[src/rtl/smbto_pkg.sv]
package smbto_pkg;

  localparam int unsigned REG_W    = 32;
  localparam int unsigned FIELD_W  = 12;
  localparam int unsigned TA_LSB   = 0;
  localparam int unsigned MODE_BIT = 12;
  localparam int unsigned ENA_BIT  = 15;
  localparam int unsigned TB_LSB   = 16;
  localparam int unsigned ENB_BIT  = 31;

  typedef struct packed {
    logic               en_b;
    logic [FIELD_W-1:0] dur_b;
    logic               en_a;
    logic               idle_mode;
    logic [FIELD_W-1:0] dur_a;
  } tmo_cfg_t;

  function automatic logic [REG_W-1:0] cfg_to_word(tmo_cfg_t c);
    logic [REG_W-1:0] w;
    w = '0;
    w[TA_LSB +: FIELD_W] = c.dur_a;
    w[MODE_BIT]          = c.idle_mode;
    w[ENA_BIT]           = c.en_a;
    w[TB_LSB +: FIELD_W] = c.dur_b;
    w[ENB_BIT]           = c.en_b;
    return w;
  endfunction

endpackage

[src/rtl/smbto_cfg_regs.sv]
module smbto_cfg_regs
  import smbto_pkg::*;
#(
  parameter int unsigned WR_LAT = 3
) (
  input  logic             clk_i,
  input  logic             rst_ni,
  input  logic             wr_en_i,
  input  logic [REG_W-1:0] wr_data_i,
  output logic             wr_rdy_o,
  output tmo_cfg_t         cfg_o,
  output logic [REG_W-1:0] rd_data_o
);

  localparam int unsigned LAT_W = (WR_LAT > 1) ? $clog2(WR_LAT) : 1;
  localparam logic [LAT_W-1:0] LAT_LAST = LAT_W'(WR_LAT - 1);

  logic             busy_q, busy_d;
  logic [LAT_W-1:0] lat_q, lat_d;
  logic [REG_W-1:0] pend_q, pend_d;
  tmo_cfg_t         cfg_q, cfg_d;
  logic             accept, apply;

  always_comb begin
    accept = wr_en_i && !busy_q;
    apply  = busy_q && (lat_q == LAT_LAST);
    busy_d = busy_q;
    lat_d  = lat_q;
    pend_d = pend_q;
    cfg_d  = cfg_q;
    if (accept) begin
      busy_d = 1'b1;
      lat_d  = '0;
      pend_d = wr_data_i;
    end else if (busy_q) begin
      if (apply) busy_d = 1'b0;
      else       lat_d  = lat_q + 1'b1;
    end
    if (apply) begin
      cfg_d.en_a = pend_q[ENA_BIT];
      cfg_d.en_b = pend_q[ENB_BIT];
      if (!cfg_q.en_a) begin
        cfg_d.dur_a     = pend_q[TA_LSB +: FIELD_W];
        cfg_d.idle_mode = pend_q[MODE_BIT];
      end
      if (!cfg_q.en_b) begin
        cfg_d.dur_b = pend_q[TB_LSB +: FIELD_W];
      end
    end
  end

  always_ff @(posedge clk_i or negedge rst_ni) begin
    if (!rst_ni) begin
      busy_q <= 1'b0;
      lat_q  <= '0;
      pend_q <= '0;
      cfg_q  <= '0;
    end else begin
      busy_q <= busy_d;
      lat_q  <= lat_d;
      if (accept) pend_q <= pend_d;
      if (apply)  cfg_q  <= cfg_d;
    end
  end

  logic unused_gap_bits;
  assign unused_gap_bits = ^{pend_q[ENA_BIT-1:MODE_BIT+1], pend_q[ENB_BIT-1:TB_LSB+FIELD_W]};

  assign wr_rdy_o  = !busy_q;
  assign cfg_o     = cfg_q;
  assign rd_data_o = cfg_to_word(cfg_q);

  AST_DUR_A_LOCKED: assert property (@(posedge clk_i) disable iff (!rst_ni)
    $past(cfg_q.en_a) |-> ($stable(cfg_q.dur_a) && $stable(cfg_q.idle_mode)));

  AST_DUR_B_LOCKED: assert property (@(posedge clk_i) disable iff (!rst_ni)
    $past(cfg_q.en_b) |-> $stable(cfg_q.dur_b));

  AST_STALL_HOLDS: assert property (@(posedge clk_i) disable iff (!rst_ni)
    (!wr_rdy_o && wr_en_i) |=> $stable(pend_q));

endmodule

[src/rtl/smbto_line_watch.sv]
module smbto_line_watch (
  input  logic clk_i,
  input  logic rst_ni,
  input  logic scl_i,
  input  logic sda_i,
  output logic start_o,
  output logic stop_o
);

  logic scl_q, sda_q;

  always_ff @(posedge clk_i or negedge rst_ni) begin
    if (!rst_ni) begin
      scl_q <= 1'b1;
      sda_q <= 1'b1;
    end else begin
      scl_q <= scl_i;
      sda_q <= sda_i;
    end
  end

  always_comb begin
    start_o = scl_q && scl_i && sda_q && !sda_i;
    stop_o  = scl_q && scl_i && !sda_q && sda_i;
  end

endmodule

[src/rtl/smbto_pcnt.sv]
module smbto_pcnt #(
  parameter int unsigned PRE_W  = 11,
  parameter int unsigned UNIT_W = 12
) (
  input  logic              clk_i,
  input  logic              rst_ni,
  input  logic              clr_i,
  input  logic              cnt_en_i,
  input  logic [PRE_W-1:0]  pre_last_i,
  input  logic [UNIT_W-1:0] limit_i,
  output logic              hit_o
);

  logic [PRE_W-1:0]  pre_q, pre_d;
  logic [UNIT_W-1:0] unit_q, unit_d;
  logic              done_q, done_d;
  logic              step, pre_wrap;

  always_comb begin
    step     = cnt_en_i && !done_q;
    pre_wrap = (pre_q == pre_last_i);
    hit_o    = step && pre_wrap && (unit_q == limit_i);
    pre_d    = pre_q;
    unit_d   = unit_q;
    done_d   = done_q;
    if (clr_i) begin
      pre_d  = '0;
      unit_d = '0;
      done_d = 1'b0;
    end else if (step) begin
      if (pre_wrap) begin
        pre_d = '0;
        if (unit_q == limit_i) done_d = 1'b1;
        else                   unit_d = unit_q + 1'b1;
      end else begin
        pre_d = pre_q + 1'b1;
      end
    end
  end

  always_ff @(posedge clk_i or negedge rst_ni) begin
    if (!rst_ni) begin
      pre_q  <= '0;
      unit_q <= '0;
      done_q <= 1'b0;
    end else if (clr_i || step) begin
      pre_q  <= pre_d;
      unit_q <= unit_d;
      done_q <= done_d;
    end
  end

  AST_UNIT_IN_RANGE: assert property (@(posedge clk_i) disable iff (!rst_ni)
    unit_q <= limit_i);

  AST_PRE_IN_RANGE: assert property (@(posedge clk_i) disable iff (!rst_ni)
    pre_q <= pre_last_i);

endmodule

[src/rtl/smbus_timeout_monitor.sv]
module smbus_timeout_monitor
  import smbto_pkg::*;
#(
  parameter int unsigned LOW_SHIFT  = 11,
  parameter int unsigned IDLE_SHIFT = 2,
  parameter int unsigned WR_LAT     = 3
) (
  input  logic             clk_i,
  input  logic             rst_ni,
  input  logic             scl_i,
  input  logic             sda_i,
  input  logic             master_i,
  input  logic             mst_ext_i,
  input  logic             slv_ext_i,
  input  logic             wr_en_i,
  input  logic [REG_W-1:0] wr_data_i,
  output logic             wr_rdy_o,
  output logic [REG_W-1:0] rd_data_o,
  input  logic             clr_timeout_i,
  input  logic             clr_idle_i,
  output logic             timeout_o,
  output logic             idle_o
);

  localparam logic [LOW_SHIFT-1:0] LOW_LAST  = LOW_SHIFT'((1 << LOW_SHIFT) - 1);
  localparam logic [LOW_SHIFT-1:0] IDLE_LAST = LOW_SHIFT'((1 << IDLE_SHIFT) - 1);

  logic [1:0] rst_sync_q;
  logic       rst_n;

  always_ff @(posedge clk_i or negedge rst_ni) begin
    if (!rst_ni) rst_sync_q <= 2'b00;
    else         rst_sync_q <= {rst_sync_q[0], 1'b1};
  end
  assign rst_n = rst_sync_q[1];

  tmo_cfg_t cfg;

  smbto_cfg_regs #(.WR_LAT(WR_LAT)) u_cfg (
    .clk_i    (clk_i),
    .rst_ni   (rst_n),
    .wr_en_i  (wr_en_i),
    .wr_data_i(wr_data_i),
    .wr_rdy_o (wr_rdy_o),
    .cfg_o    (cfg),
    .rd_data_o(rd_data_o)
  );

  logic start_seen, stop_seen;

  smbto_line_watch u_watch (
    .clk_i  (clk_i),
    .rst_ni (rst_n),
    .scl_i  (scl_i),
    .sda_i  (sda_i),
    .start_o(start_seen),
    .stop_o (stop_seen)
  );

  logic                 a_cond, a_en, a_clr, a_hit;
  logic [LOW_SHIFT-1:0] a_pre_last;
  logic                 b_mark, b_en, b_clr, b_hit;

  always_comb begin
    a_cond     = cfg.idle_mode ? (scl_i && sda_i) : !scl_i;
    a_en       = cfg.en_a && a_cond;
    a_clr      = !a_en;
    a_pre_last = cfg.idle_mode ? IDLE_LAST : LOW_LAST;
    b_mark     = master_i ? mst_ext_i : slv_ext_i;
    b_en       = cfg.en_b && !scl_i && b_mark;
    b_clr      = !cfg.en_b || start_seen || stop_seen;
  end

  smbto_pcnt #(.PRE_W(LOW_SHIFT), .UNIT_W(FIELD_W)) u_tmr_a (
    .clk_i     (clk_i),
    .rst_ni    (rst_n),
    .clr_i     (a_clr),
    .cnt_en_i  (a_en),
    .pre_last_i(a_pre_last),
    .limit_i   (cfg.dur_a),
    .hit_o     (a_hit)
  );

  smbto_pcnt #(.PRE_W(LOW_SHIFT), .UNIT_W(FIELD_W)) u_tmr_b (
    .clk_i     (clk_i),
    .rst_ni    (rst_n),
    .clr_i     (b_clr),
    .cnt_en_i  (b_en),
    .pre_last_i(LOW_LAST),
    .limit_i   (cfg.dur_b),
    .hit_o     (b_hit)
  );

  logic tmo_q, tmo_d, idle_q, idle_d;

  always_comb begin
    tmo_d  = (tmo_q && !clr_timeout_i) || b_hit || (a_hit && !cfg.idle_mode);
    idle_d = (idle_q && !clr_idle_i) || (a_hit && cfg.idle_mode);
  end

  always_ff @(posedge clk_i or negedge rst_n) begin
    if (!rst_n) begin
      tmo_q  <= 1'b0;
      idle_q <= 1'b0;
    end else begin
      tmo_q  <= tmo_d;
      idle_q <= idle_d;
    end
  end

  assign timeout_o = tmo_q;
  assign idle_o    = idle_q;

  AST_TMO_STICKY: assert property (@(posedge clk_i) disable iff (!rst_n)
    (timeout_o && !clr_timeout_i) |=> timeout_o);

  AST_IDLE_NEEDS_HIGH: assert property (@(posedge clk_i) disable iff (!rst_n)
    $rose(idle_o) |-> $past(scl_i && sda_i));

  AST_B_ONLY_LOW: assert property (@(posedge clk_i) disable iff (!rst_n)
    b_hit |-> (!scl_i && cfg.en_b));

endmodule

[config.mk]
export PLATFORM = sky130hd
export DESIGN_NAME = smbus_timeout_monitor
export DESIGN_NICKNAME = d
export VERILOG_FILES = /design/src/rtl/smbto_pkg.sv /design/src/rtl/smbto_cfg_regs.sv /design/src/rtl/smbto_line_watch.sv /design/src/rtl/smbto_pcnt.sv /design/src/rtl/smbus_timeout_monitor.sv
export SDC_FILE = /design/constraint.sdc
export NUM_CORES = 1
export LEC_CHECK = 0
export BUFFER_PORTS_ARGS = -buffer_cell sky130_fd_sc_hd__buf_4
export CAP_MARGIN = 20
export CORE_AREA = 2 2 107 109
export DETAILED_ROUTE_END_ITERATION = 16
export DIE_AREA = 0 0 109 111
export GPL_TIMING_DRIVEN = 1
export PLACE_DENSITY = 0.69
export SETUP_SLACK_MARGIN = 0.05
export SYNTH_ARGS = -nofsm -noshare
export SYNTH_HDL_FRONTEND = slang
export SYNTH_SLANG_ARGS = --single-unit
[constraint.sdc]
create_clock -name clk_i -period 4.25 [get_ports clk_i]
set_input_delay 0.85 -clock clk_i [delete_from_list [all_inputs] [get_ports clk_i]]
set_output_delay 0.85 -clock clk_i [all_outputs]
set_load 0.02 [all_outputs]
# After elaboration in Yosys (flattened, before gate mapping)
# Cells that the tools add are included.
totals:
  register_bits: 116
  inputBits: 42
  out_inout_bits: 35
  wordCells: 120
op_classes:
  add_sub_neg: 5
  eq_ne: 11
  muxes: 31
  bitwise: 2
  n_reduce_logical: 52
ops:
  columns: ["operator", "n"]
  rows:
  - ["two-way mux 12 bit", 8]
  - ["two-way mux 11 bit", 7]
  - ["adder 12 x 1 -> 12 bit, second input constant", 2]
  - ["equality test 12 bit", 2]
  - ["adder 11 x 1 -> 11 bit, second input constant", 2]
  - ["logical AND 1 bit", 21]
  - ["AND reduction 4 bit", 4]
  - ["two-way mux 1 bit", 13]
  - ["equality test 11 bit", 1]
  - ["equality test 11 bit, second input constant", 1]
  - ["zero test 1 bit", 11]
  - ["AND reduction 2 bit", 5]
  - ["inequality test 2 bit, second input constant", 4]
  - ["nonzero test 2 bit", 4]
  - ["logical OR 1 bit", 7]
  - ["two-way mux 2 bit", 3]
  - ["inequality test 2 x 1 -> 1 bit, second input constant", 2]
  - ["adder 2 x 1 -> 2 bit, second input constant", 1]
  - ["equality test 2 bit, second input constant", 1]
  - ["NOT 1 bit", 2]

# Logic depth before layout (Yosys ltp)
# Gate-level depths: netlist (run 1).
logic_depth:
  depth_word: 8
  mapped_depth: 8
  ltp_nobuf: 6

# Hierarchy
# From an unflattened synthesis (run 1), not the netlist that was laid out.
hier_totals:
  hier_cells: 551
  area_unflattened_um2: 6150.9
by_module_without_submodules:
  columns: ["module", "instances", "cells_each", "area_per_inst_um2", "seq_area_each_um2"]
  rows:
  - ["smbto_pcnt", 2, 182, 1721.7, 600.6]
  - ["smbto_cfg_regs", 1, 165, 2451.1, 1426.4]
  - ["smbus_timeout_monitor", 1, 18, 183.9, 100.1]
  - ["smbto_line_watch", 1, 4, 72.6, 52.6]

# Worst setup path before layout (run 1)
# OpenSTA, ideal clock, no wires.
synth_timing:
  path_kind: "in2reg"
  start: "input master_i"
  end: "register u_tmr_b.unit_q[2]"
  setup_ps: 80
  arrival_time_ps: 2250
  required_time_ps: 4170
  slack_ps: 1920
  stages: 6
  n_path_buf: 1
  path_cell_list: "mux2i_1 -> nor4b_4 -> nand4_2 -> buf_2 -> or4_1 -> a21oi_1"
synth_between:
  elab_chain_cells: 5
  word_cells_on_any_way: 6
  cone_classes: "1 x mux; 5 x reduce/logical"
synth_rtl:
  columns: ["item", "line", "text"]
  rows:
  - ["start, declared", "smbus_timeout_monitor.sv:12", "input logic master_i,"]
  - ["two-way mux 1 bit (*)", "smbus_timeout_monitor.sv:69", "b_mark = master_i ? mst_ext_i : slv_ext_i;"]
  - ["logical AND 1 bit (*)", "smbus_timeout_monitor.sv:70", "b_en = cfg.en_b && !scl_i && b_mark;"]
  - ["logical AND 1 bit (*)", "smbto_pcnt.sv:20", "step = cnt_en_i && !done_q;"]
  - ["nonzero test 2 bit (no line) / logical OR 1 bit (equally long branches)", null, null]
  - ["AND reduction 4 bit (no line) (*)", null, null]
  - ["end signal, assigned", "smbto_pcnt.sv:48", "unit_q <= unit_d;"]
  - ["end, declared", "smbto_pcnt.sv:15", "logic [UNIT_W-1:0] unit_q, unit_d;"]
# Mark *: on every way between the ends. The rest lies on a longest branch, timed or not.
# A chain may end at the register's enable or synchronous reset.

# Final worst setup path (run 1)
layout_timing:
  start: "input master_i"
  end: "register u_tmr_b.pre_q[2]"
layout_between:
  elab_chain_cells: 5
  word_cells_on_any_way: 6
  cone_classes: "1 x mux; 5 x reduce/logical"
layout_rtl:
  columns: ["item", "line", "text"]
  rows:
  - ["two-way mux 1 bit (*)", "smbus_timeout_monitor.sv:69", null]
  - ["logical AND 1 bit (*)", "smbus_timeout_monitor.sv:70", null]
  - ["logical AND 1 bit (*)", "smbto_pcnt.sv:20", null]
  - ["nonzero test 2 bit (no line) / logical OR 1 bit (equally long branches)", null, null]
  - ["AND reduction 2 bit (no line) (*)", null, null]
  - ["end signal, assigned", "smbto_pcnt.sv:47", "pre_q <= pre_d;"]
  - ["end, declared", "smbto_pcnt.sv:14", "logic [PRE_W-1:0] pre_q, pre_d;"]
# Marked as above.

==> flow_metrics.py, run 1 <==
metrics = {
    "sta": {
        "slew_viol_final": 0,
        "setup_slack_ps": 1960,
        "slew_headroom_pct": 40.7,
        "clock.fmax_mhz": 437,
        "period_needed_ps": 2290,
        "worst_pin_slew_ps": 885,
        "finalSetupViolCount": 0,
        "clock_skew_ps": 11.6,
        "finalSetupTns_ps": 0,
        "rsz0062_at_grt": "false",
        "final_hold_viol_count": 0,
        "fin_crit_sh_pct": 53.8,
    },
    "global_route": {
        "antenna_found_initial": 0,
        "grt.total_usage_pct": 19.9,
        "first_global_vias": 3938,
        "use_met2_pct": 32.1,
        "grt_pass1_wl_microns": 19100,
        "grt_max_degree": 80,
        "grt-busiest-layer": "met2",
        "grt-ovfl-total": 0,
        "met3_usage_pct": 5.00,
        "gr-usage-met1_pct": 26.2,
    },
    "yosys": {
        "synth-edff-count": 0,
        "seq_area_frac_synth_pct": 51.8,
        "synthTopCellsByArea": "dfrtp_1 51%, mux2_2 11%, xnor2_1 4.2%, or4_1 2.4%, o31ai_1 2.2%",
        "async_flop_share_pct": 100,
        "syn_area_sq_mm": 0.00537,
        "yosysWarnings": 0,
        "ys_types": 49,
        "yosys.area.top_type_share_pct": 50.8,
        "syn_inst": 481,
        "yosys.area.top_type": "dfrtp_1",
        "avgSynthCellArea_sq_um": 11.2,
        "yosys_most_used_dff": "dfrtp_1",
        "yosys_register_bits": 111,
    },
    "route": {
        "drt-total-wl_microns": 11000,
        "routedWlPerCell_microns": 15.9,
        "vias": 3897,
        "drt-initial-drc-count": 180,
        "viasPerCell": 5.61,
        "first_pass_iters": 4,
        "drc": 0,
        "final_antenna_net_count": 0,
    },
    "clock_network": {
        "cts_buffers": 9,
        "clk_pin_slew_ps": 80,
        "h-tree-depth": 3,
        "postCtsResizedCells": 0,
        "clock_path_buffers": 2,
        "cts_tree": "built",
        "clock_latency_ps": 360,
        "holdBufCountCts": 0,
        "clkSinkCount": 111,
        "cts-root-buf": "clkbuf_16",
        "cts_setup_buffers": 0,
    },
    "cells_and_area": {
        "area_delta_synth_final_pct": 18.9,
        "fin_util_pct": 57.6,
        "fin_nets": 594,
        "fill_cells": 923,
        "final_layout_size_suffix_gt1_share_pct": 28.8,
        "final_cell_mix": "108 x dfrtp_1, 72 x buf_4, 54 x mux2_2",
        "regArea_sq_mm": 0.00278,
        "antenna-diode-count": 0,
        "mostFrequentLayoutCell": "dfrtp_1",
        "fin_cells": 695,
        "multiInputGateArea_sq_mm": 0.00245,
    },
    "outcome": {
        "status": "finished, final reports clean",
    },
    "die": {
        "ios": 77,
        "dieHeight_microns": 111,
        "die_w_microns": 109,
        "num_rows": 39,
        "initial_core_util_pct": 48.4,
        "die_area_sq_mm": 0.0121,
        "core_area_sq_mm": 0.0111,
    },
    "setup_path": {
        "ff2ff_setup_slack_ps": 2060,
        "critPathKind": "in -> reg",
        "r2r_end": "u_tmr_a.pre_q[0]$_DFFE_PN0N_",
        "startpoint_type": "input port",
        "path_max_fanout": 16,
        "end_kind": "flop",
        "crit_start": "master_i",
        "r2r_start": "u_cfg.cfg_o[12]$_DFFE_PN0P_",
        "required_ps": 4460,
        "rr_worst_depth": 6,
        "cp_data_arrival_time_ps": 2500,
    },
    "placed_design": {
        "dp_hpwl_microns": 7630,
        "dp.cells": 677,
        "port_buffers": 66,
        "globalplace.congestion": 0.814,
        "pre_cts_ws_ps": 1580,
    },
    "pwr": {
        "power_leakage_nw": 2.68,
        "total_power_mw": 3.69,
        "vdd_drop_max_mv": 0.366,
        "power.density_mw_per_mm2": 578,
    },
    "min_path": {
        "hold_class": "reg -> async",
    },
    "flow_run": {
        "max_cap_viol_count": 0,
    },
}
==> synthesized netlist by cell type, types with 2 or more instances <==
| library cell | instances |
|---|---|
| a21oi_1 | 23 |
| a31oi_1 | 3 |
| and2_1 | 4 |
| and3_1 | 8 |
| and4_1 | 4 |
| buf_2 | 7 |
| buf_4 | 5 |
| clkbuf_1 | 10 |
| conb_1 | 2 |
| dfrtp_1 | 109 |
| dfstp_2 | 2 |
| ha_1 | 5 |
| inv_1 | 13 |
| mux2_2 | 54 |
| mux2i_1 | 5 |
| nand2_1 | 28 |
| nand3_1 | 18 |
| nand4_1 | 19 |
| nor2_1 | 28 |
| nor2b_1 | 2 |
| nor3_1 | 5 |
| nor3b_1 | 3 |
| nor4_1 | 2 |
| o211ai_1 | 7 |
| o21a_1 | 4 |
| o21ai_0 | 12 |
| o22ai_1 | 4 |
| o31ai_1 | 16 |
| or2_2 | 4 |
| or3_1 | 3 |
| or4_1 | 17 |
| xnor2_1 | 26 |
| xor2_1 | 13 |
==> flip-flops by register name, indices dropped and copies added, names as in the netlist <==
signal / count
idle_o: 1
rst_sync_q: 2
timeout_o: 1
u_cfg.busy_q: 1
u_cfg.cfg_o: 27
u_cfg.lat_q: 2
u_cfg.pend_q: 27
u_tmr_a.done_q: 1
u_tmr_a.pre_q: 11
u_tmr_a.unit_q: 12
u_tmr_b.done_q: 1
u_tmr_b.pre_q: 11
u_tmr_b.unit_q: 12
u_watch.scl_q: 1
u_watch.sda_q: 1
==> cells by family after synthesis <==
family	count (synthesis)	synth area share, %
other cells	2	0.140
buf+inv	36	3.03
compound gates	75	8.82
flops	111	51.8
simple gates	154	16.4
fa+ha+maj	5	1.17
mux	59	12.3
xor+xnor	39	6.37
==> routing by layer <==
layer / vias up / wire (microns) / part of all wire [%]
li1: 1872 / - / -
met1: 1951 / 4790 / 43
met2: 63 / 5610 / 51
met3: 11 / 465 / 4.2
met4: 0 / 159 / 1.4
met5: - / 0 / 0
==> final cells by class <==
cell class | count | area share (%)
clock inverters | 6 | 1.55
well taps | 143 | 2.80
clock buffers | 10 | 3.75
repair buffers | 74 | 9.12
multi-input cells | 338 | 38.4
inverters | 13 | 0.765
flip-flops and latches | 111 | 43.6
==> critical path, cell delays in order <==
cell     delay [ps]
buf_4           110
mux2i_1         160
nor4b_4         290
buf_4           260
nand4_1         160
o21ai_0         540
nor2_1          120
==> stage by stage <==
step                      cell area [sq um]  hold WS, ps
final                                  6380          230
after global routing                   6380          238
after CTS                              6340          241
after detailed placement               6000          337
after global placement                 6000          337
after floorplan                        5380          331
==> how the worst max path moves through the flow <==
stage	endpoint	slack, ps	depth (start not counted)
4_1_cts	u_tmr_b.unit_q[0]$_DFFE_PN0P_	1950	5
5_1_grt	u_tmr_a.pre_q[1]$_DFFE_PN0N_	1800	7
3_3_place_gp	u_tmr_b.unit_q[9]$_DFFE_PN0P_	1730	6
2_1_floorplan	idle_o$_DFF_PN0_	930	0
6_report	u_tmr_b.pre_q[2]$_DFFE_PN0P_	1960	7
3_5_place_dp	u_tmr_b.unit_q[7]$_DFFE_PN0P_	1580	6
==> power breakdown <==
group          switching [mW]  internal, mW  total [mW]
logic                   0.553         0.599        1.15
clock network           0.407         0.543       0.950
registers               0.242          1.35        1.59
No activity file was read; power rests on OpenSTA's default activity.
==> run 2, diff against run 1 <==
--- a/config.mk
+++ b/config.mk
@@ -5,13 +5,14 @@
 export SDC_FILE = /design/constraint.sdc
 export NUM_CORES = 1
 export LEC_CHECK = 0
+export ABC_AREA = 1
 export BUFFER_PORTS_ARGS = -buffer_cell sky130_fd_sc_hd__buf_4
 export CAP_MARGIN = 20
-export CORE_AREA = 2 2 107 109
+export CORE_AREA = 2 2 114 116
 export DETAILED_ROUTE_END_ITERATION = 16
-export DIE_AREA = 0 0 109 111
+export DIE_AREA = 0 0 116 118
 export GPL_TIMING_DRIVEN = 1
-export PLACE_DENSITY = 0.69
+export PLACE_DENSITY = 0.68
 export SETUP_SLACK_MARGIN = 0.05
 export SYNTH_ARGS = -nofsm -noshare
 export SYNTH_HDL_FRONTEND = slang
==> constraint.sdc (replaced) <==
create_clock -name clk_i -period 2.3 [get_ports clk_i]
set_input_delay 0.46 -clock clk_i [delete_from_list [all_inputs] [get_ports clk_i]]
set_output_delay 0.46 -clock clk_i [all_outputs]
set_load 0.02 [all_outputs]
==> flow_metrics.py, run 2 <==
metrics = {
    "setup_path": {
        "cp_num_buf_inv": 0,
        "crit_chain": "ha_1 > nand2_2 > nor2_4 > nand2_2 > nor2_4 > nand2_4 > nor2_8 > nand2_4 > nand3_1 > nand2_1",
        "critPathKind": "reg -> reg",
        "path_max_fanout": 14,
        "slowest_delay_ps": 390,
        "end_kind": "flop",
        "path_delay_family": "simple AND/OR/NAND/NOR gates",
        "cp_data_arrival_time_ps": 2120,
        "startpoint_type": "flop",
        "required_ps": 2530,
        "crit_path_top_delay_cell": "dfrtp_1",
    },
    "route": {
        "drt-total-wl_microns": 12700,
        "first_pass_iters": 5,
        "final_antenna_net_count": 0,
        "drc": 0,
        "viasPerCell": 5.00,
        "routedWlPerCell_microns": 12.7,
        "vias": 4990,
        "drt-initial-drc-count": 312,
    },
    "cells_and_area": {
        "mostFrequentLayoutCell": "nand2_1",
        "area_delta_synth_final_pct": 15.0,
        "antenna-diode-count": 0,
        "fill_cells": 1152,
        "final_layout_size_suffix_gt1_share_pct": 18.3,
        "fin_util_pct": 56.6,
        "fin_nets": 869,
        "final_cell_mix": "207 x nand2_1, 108 x dfrtp_1, 91 x inv_1",
    },
    "die": {
        "die_w_microns": 116,
        "dieHeight_microns": 118,
        "num_rows": 41,
        "ios": 77,
        "core_area_sq_mm": 0.0124,
        "die_area_sq_mm": 0.0137,
        "initial_core_util_pct": 49.2,
    },
    "clock_network": {
        "clk_pin_slew_ps": 70,
        "clkSinkCount": 111,
        "h-tree-depth": 3,
        "cts_tree": "built",
        "holdBufCountCts": 1,
        "cts-root-buf": "clkbuf_16",
        "cts_setup_buffers": 0,
        "postCtsResizedCells": 0,
        "clock_latency_ps": 350,
        "cts_buffers": 9,
        "clock_path_buffers": 2,
    },
    "yosys": {
        "yosys.area.top_type": "dfrtp_1",
        "seq_area_frac_synth_pct": 45.5,
        "avgSynthCellArea_sq_um": 8.02,
        "ys_types": 35,
        "yosysWarnings": 0,
        "yosys_register_bits": 111,
        "yosysMostFrequentCell": "nand2_1",
        "syn_area_sq_mm": 0.00611,
        "synthTopCellsByArea": "dfrtp_1 45%, nand2_1 13%, inv_1 5.6%, nor2_1 5.3%, mux2_2 5.2%",
        "yosys.area.top_type_share_pct": 44.6,
        "synth-edff-count": 0,
        "async_flop_share_pct": 100,
        "yosys_most_used_dff": "dfrtp_1",
        "syn_inst": 762,
        "synth_commonest_cells": "207 x nand2_1, 109 x dfrtp_1, 91 x inv_1",
    },
    "sta": {
        "rsz0062_at_grt": "false",
        "period_needed_ps": 1890,
        "worst_pin_slew_ps": 572,
        "slew_headroom_pct": 61.8,
        "finalSetupViolCount": 0,
        "slew_viol_final": 0,
        "clock.fmax_mhz": 530,
        "fin_crit_sh_pct": 82.1,
        "clock_skew_ps": 6.16,
        "finalSetupTns_ps": 0,
        "final_hold_viol_count": 0,
    },
    "pwr": {
        "internal-power_mw": 4.30,
        "total_power_mw": 6.78,
        "clockPowerShare_pct": 21.8,
        "seqPwrFrac_pct": 42.8,
        "combPwrFrac_pct": 35.3,
        "vdd_drop_max_mv": 0.733,
        "power_leakage_nw": 3.52,
        "power.density_mw_per_mm2": 965,
        "power_switching_mw": 2.48,
        "swShare_pct": 36.5,
    },
    "global_route": {
        "first_global_vias": 4749,
        "grt-ovfl-total": 0,
        "grt.total_usage_pct": 19.6,
        "grt_pass1_wl_microns": 21600,
        "grt_max_degree": 57,
        "antenna_found_initial": 0,
    },
    "placed_design": {
        "globalplace.congestion": 0.892,
        "port_buffers": 66,
        "dp_hpwl_microns": 9420,
    },
    "flow_run": {
        "max_cap_viol_count": 0,
    },
    "outcome": {
        "status": "finished, final reports clean",
    },
    "min_path": {
        "hold_class": "in -> reg",
    },
}
run 2: final cells by class:
class	instances	area, sq um	share of cell area (%)
multi-input combinational	533	2820	40.1
tap	172	215	3.06
clock buffer	11	253	3.60
clock inverter	4	31.3	0.445
sequential	111	2780	39.6
inverter	92	345	4.92
timing repair buffer	75	578	8.23
run 2: layer usage:
metal / up-vias / routed length, microns / track usage, %
li1: 2519 / - / -
met1: 2336 / 6150 / 28.7
met2: 119 / 5820 / 29.7
met3: 16 / 456 / 3.04
met4: 0 / 222 / 6.70
met5: - / 0 / 0
run 2: path summary, 6_finish.rpt:
path | endpoint | slack (ps) | start | depth (start not counted)
max | u_tmr_b.unit_q[0]$_DFFE_PN0P_ | 410 | u_tmr_b.pre_q[0]$_DFFE_PN0P_ | 10
min | u_watch.sda_q$_DFF_PN1_ | 250 | sda_i | 1
max reg2reg | u_tmr_b.unit_q[0]$_DFFE_PN0P_ | 410 | u_tmr_b.pre_q[0]$_DFFE_PN0P_ | 10
min reg2reg | u_cfg.pend_q[16]$_DFFE_PN0P_ | 280 | rst_sync_q[1]$_DFF_PN0_ | 0
max in group asynchronous | u_tmr_a.pre_q[3]$_DFFE_PN0N_ | 1360 | rst_sync_q[1]$_DFF_PN0_ | 1
min in group asynchronous | u_cfg.pend_q[16]$_DFFE_PN0P_ | 280 | rst_sync_q[1]$_DFF_PN0_ | 0
run 2: logic make-up after synthesis:
group / after synthesis / share of synthesized area, %
muxes: 28 / 5.16
AOI/OAI and AO/OA: 56 / 4.91
and+or+nand+nor: 401 / 29.4
other: 2 / 0.123
adders and majority gates: 5 / 1.02
DFF: 111 / 45.5
xor gates and xnor gates: 37 / 5.30
buffers and inverters: 122 / 8.62
run 2: power by group through the flow:
stage	sequential (mW)	clock [mW]	combinational, mW
6_report	2.90	1.48	2.40
5_1_grt	2.98	1.63	2.66
4_1_cts	2.91	1.53	2.43
3_5_place_dp	2.94	0	2.42
3_3_place_gp	2.92	0	2.34
2_1_floorplan	3.11	0	1.42
run 2: stage by stage:
stage | area, sq um | instances | setup slack (ps) | hold WS, ps
2_1_floorplan | 6130 | 766 | 445 | 164
3_3_place_gp | 6730 | 982 | 490 | 242
3_5_place_dp | 6730 | 982 | 425 | 244
4_1_cts | 7030 | 998 | 409 | 234
5_1_grt | 7030 | 998 | 276 | 234
6_report | 7030 | 998 | 412 | 251
==> run 3, diff against run 2 <==
--- a/config.mk
+++ b/config.mk
@@ -5,14 +5,14 @@
 export SDC_FILE = /design/constraint.sdc
 export NUM_CORES = 1
 export LEC_CHECK = 0
-export ABC_AREA = 1
+export ABC_AREA = 0
 export BUFFER_PORTS_ARGS = -buffer_cell sky130_fd_sc_hd__buf_4
 export CAP_MARGIN = 20
-export CORE_AREA = 2 2 114 116
+export CORE_AREA = 2 2 107 109
 export DETAILED_ROUTE_END_ITERATION = 16
-export DIE_AREA = 0 0 116 118
+export DIE_AREA = 0 0 109 111
 export GPL_TIMING_DRIVEN = 1
-export PLACE_DENSITY = 0.68
+export PLACE_DENSITY = 0.72
 export SETUP_SLACK_MARGIN = 0.05
 export SYNTH_ARGS = -nofsm -noshare
 export SYNTH_HDL_FRONTEND = slang
==> constraint.sdc (replaced) <==
create_clock -name clk_i -period 1.7 [get_ports clk_i]
set_input_delay 0.34 -clock clk_i [delete_from_list [all_inputs] [get_ports clk_i]]
set_output_delay 0.34 -clock clk_i [all_outputs]
set_load 0.02 [all_outputs]
==> flow_metrics.py, run 3 (same netlist as run 1, synthesis figures left out) <==
metrics = {
    "clock_network": {
        "cts_buffers": 9,
        "clk_pin_slew_ps": 70,
        "clkSinkCount": 111,
        "clock_path_buffers": 2,
        "clock_latency_ps": 360,
        "cts_tree": "built",
        "h-tree-depth": 3,
        "cts-root-buf": "clkbuf_16",
    },
    "setup_path": {
        "crit_chain": "or3b_4 > nor4_4 > buf_4 > nor2_4 > buf_4 > o31ai_1 > a21oi_2",
        "critPathKind": "reg -> reg",
        "cpMostUsedCell": "buf_4",
        "path_delay_family": "simple AND/OR/NAND/NOR gates",
        "cp_data_arrival_time_ps": 2090,
        "path_max_fanout": 6,
        "cp_num_buf_inv": 2,
        "required_ps": 1940,
        "startpoint_type": "flop",
        "slowest_delay_ps": 410,
        "end_kind": "flop",
        "crit_path_top_delay_cell": "dfrtp_2",
        "ff2ff_setup_slack_ps": -150,
    },
    "cells_and_area": {
        "fin_nets": 677,
        "final_layout_size_suffix_gt1_share_pct": 45.8,
        "fin_cells": 778,
        "fill_cells": 886,
        "final_cell_mix": "144 x buf_4, 99 x dfrtp_1, 54 x mux2_2",
        "regArea_sq_mm": 0.00280,
        "multiInputGateArea_sq_mm": 0.00272,
        "fin_util_pct": 65.2,
        "area_delta_synth_final_pct": 34.7,
        "antenna-diode-count": 0,
        "mostFrequentLayoutCell": "buf_4",
    },
    "pwr": {
        "total_power_mw": 9.19,
        "vdd_drop_max_mv": 0.954,
        "power.density_mw_per_mm2": 1270,
        "power_leakage_nw": 3.07,
    },
    "min_path": {
        "hold_class": "in -> reg",
    },
    "route": {
        "final_antenna_net_count": 0,
        "drc": 0,
        "routedWlPerCell_microns": 16.5,
        "viasPerCell": 5.52,
        "drt-initial-drc-count": 206,
        "vias": 4295,
        "first_pass_iters": 4,
        "drt-total-wl_microns": 12900,
    },
    "outcome": {
        "violations": "setup timing",
        "status": "finished with violations",
    },
    "die": {
        "die_w_microns": 109,
        "num_rows": 39,
        "initial_core_util_pct": 48.4,
        "core_area_sq_mm": 0.0111,
        "ios": 77,
        "die_area_sq_mm": 0.0121,
        "dieHeight_microns": 111,
    },
    "placed_design": {
        "dp.cells": 737,
        "dp_hpwl_microns": 8740,
        "pre_cts_ws_ps": -187,
        "port_buffers": 66,
        "globalplace.congestion": 0.846,
    },
    "sta": {
        "clock.fmax_mhz": 541,
        "rsz0062_at_grt": "true",
        "final_hold_viol_count": 0,
        "setup_slack_ps": -150,
        "clock_skew_ps": 7.89,
        "finalSetupViolCount": 22,
        "fin_crit_sh_pct": 109,
        "slew_viol_final": 0,
        "period_needed_ps": 1850,
    },
    "global_route": {
        "first_global_vias": 4286,
        "grt-ovfl-total": 0,
        "grt.total_usage_pct": 21.4,
        "grt_max_degree": 33,
        "antenna_found_initial": 0,
        "grt_pass1_wl_microns": 20400,
    },
    "flow_run": {
        "max_cap_viol_count": 0,
    },
}
==> run 3: routing by layer <==
metal  share of wire [%]  vias up  GRT usage (%)
met1                  41     2127           26.6
met5                   0        -              0
li1                    -     2040              -
met3                 4.5       22           5.88
met4                 1.9        0           7.61
met2                  53      106           35.7
==> run 3: final timing paths <==
| path | from | depth (start not counted) | to |
|---|---|---|---|
| max reg2reg | u_cfg.cfg_o[12]$_DFFE_PN0P_ | 7 | u_tmr_a.unit_q[11]$_DFFE_PN0P_ |
| min | sda_i | 1 | u_watch.sda_q$_DFF_PN1_ |
| min in group asynchronous | rst_sync_q[1]$_DFF_PN0_ | 0 | u_cfg.pend_q[11]$_DFFE_PN0P_ |
| max | u_cfg.cfg_o[12]$_DFFE_PN0P_ | 7 | u_tmr_a.unit_q[11]$_DFFE_PN0P_ |
| max in group asynchronous | rst_sync_q[1]$_DFF_PN0_ | 1 | u_tmr_a.pre_q[9]$_DFFE_PN0N_ |
| min reg2reg | rst_sync_q[1]$_DFF_PN0_ | 0 | u_cfg.pend_q[11]$_DFFE_PN0P_ |
==> run 3: where the power goes <==
part,internal [mW],switching (mW),total (mW),leakage [nW]
sequential,3.38,0.600,3.98,1.41
combinational,1.70,1.54,3.24,1.54
clock,1.04,0.926,1.96,0.124
total,6.12,3.07,9.19,3.07
==> run 3: repair_timing <==
item / CTS / global route
endpoints found under the hold margin: 2 / 0
setup buffers: 8 / 12
gates cloned: 1 / 3
pin swaps: 4 / 24
setup endpoints to repair: 57 / 53
resized for setup: 17 / 51
hold buffers: 1 / 0
==> run 3: worst reg2reg max path: cells and delay by family (launching register included) <==
kind                   cells  cell delay (ps)
flip-flops                 1              410
AO/OA/AOI/OAI              2              400
buffers and inverters      2              320
AND/OR/NAND/NOR            3              600
==> run 3: cell type report <==
class,instances,share of cell area [%]
sequential,111,38.7
timing repair buffer,155,16.8
inverter,13,0.675
multi-input combinational,340,37.7
clock buffer,15,3.57
clock inverter,1,0.104
tap,143,2.48
==> run 3: metrics by stage <==
stage | instance area, sq um | hold slack, ps | setup TNS [ps]
detailed placement | 6530 | 123 | -2940
global route | 7230 | 102 | -3730
finish | 7230 | 115 | -1560
CTS | 6930 | 103 | -965
global placement | 6530 | 122 | -1800
floorplan | 5480 | 44.4 | -458
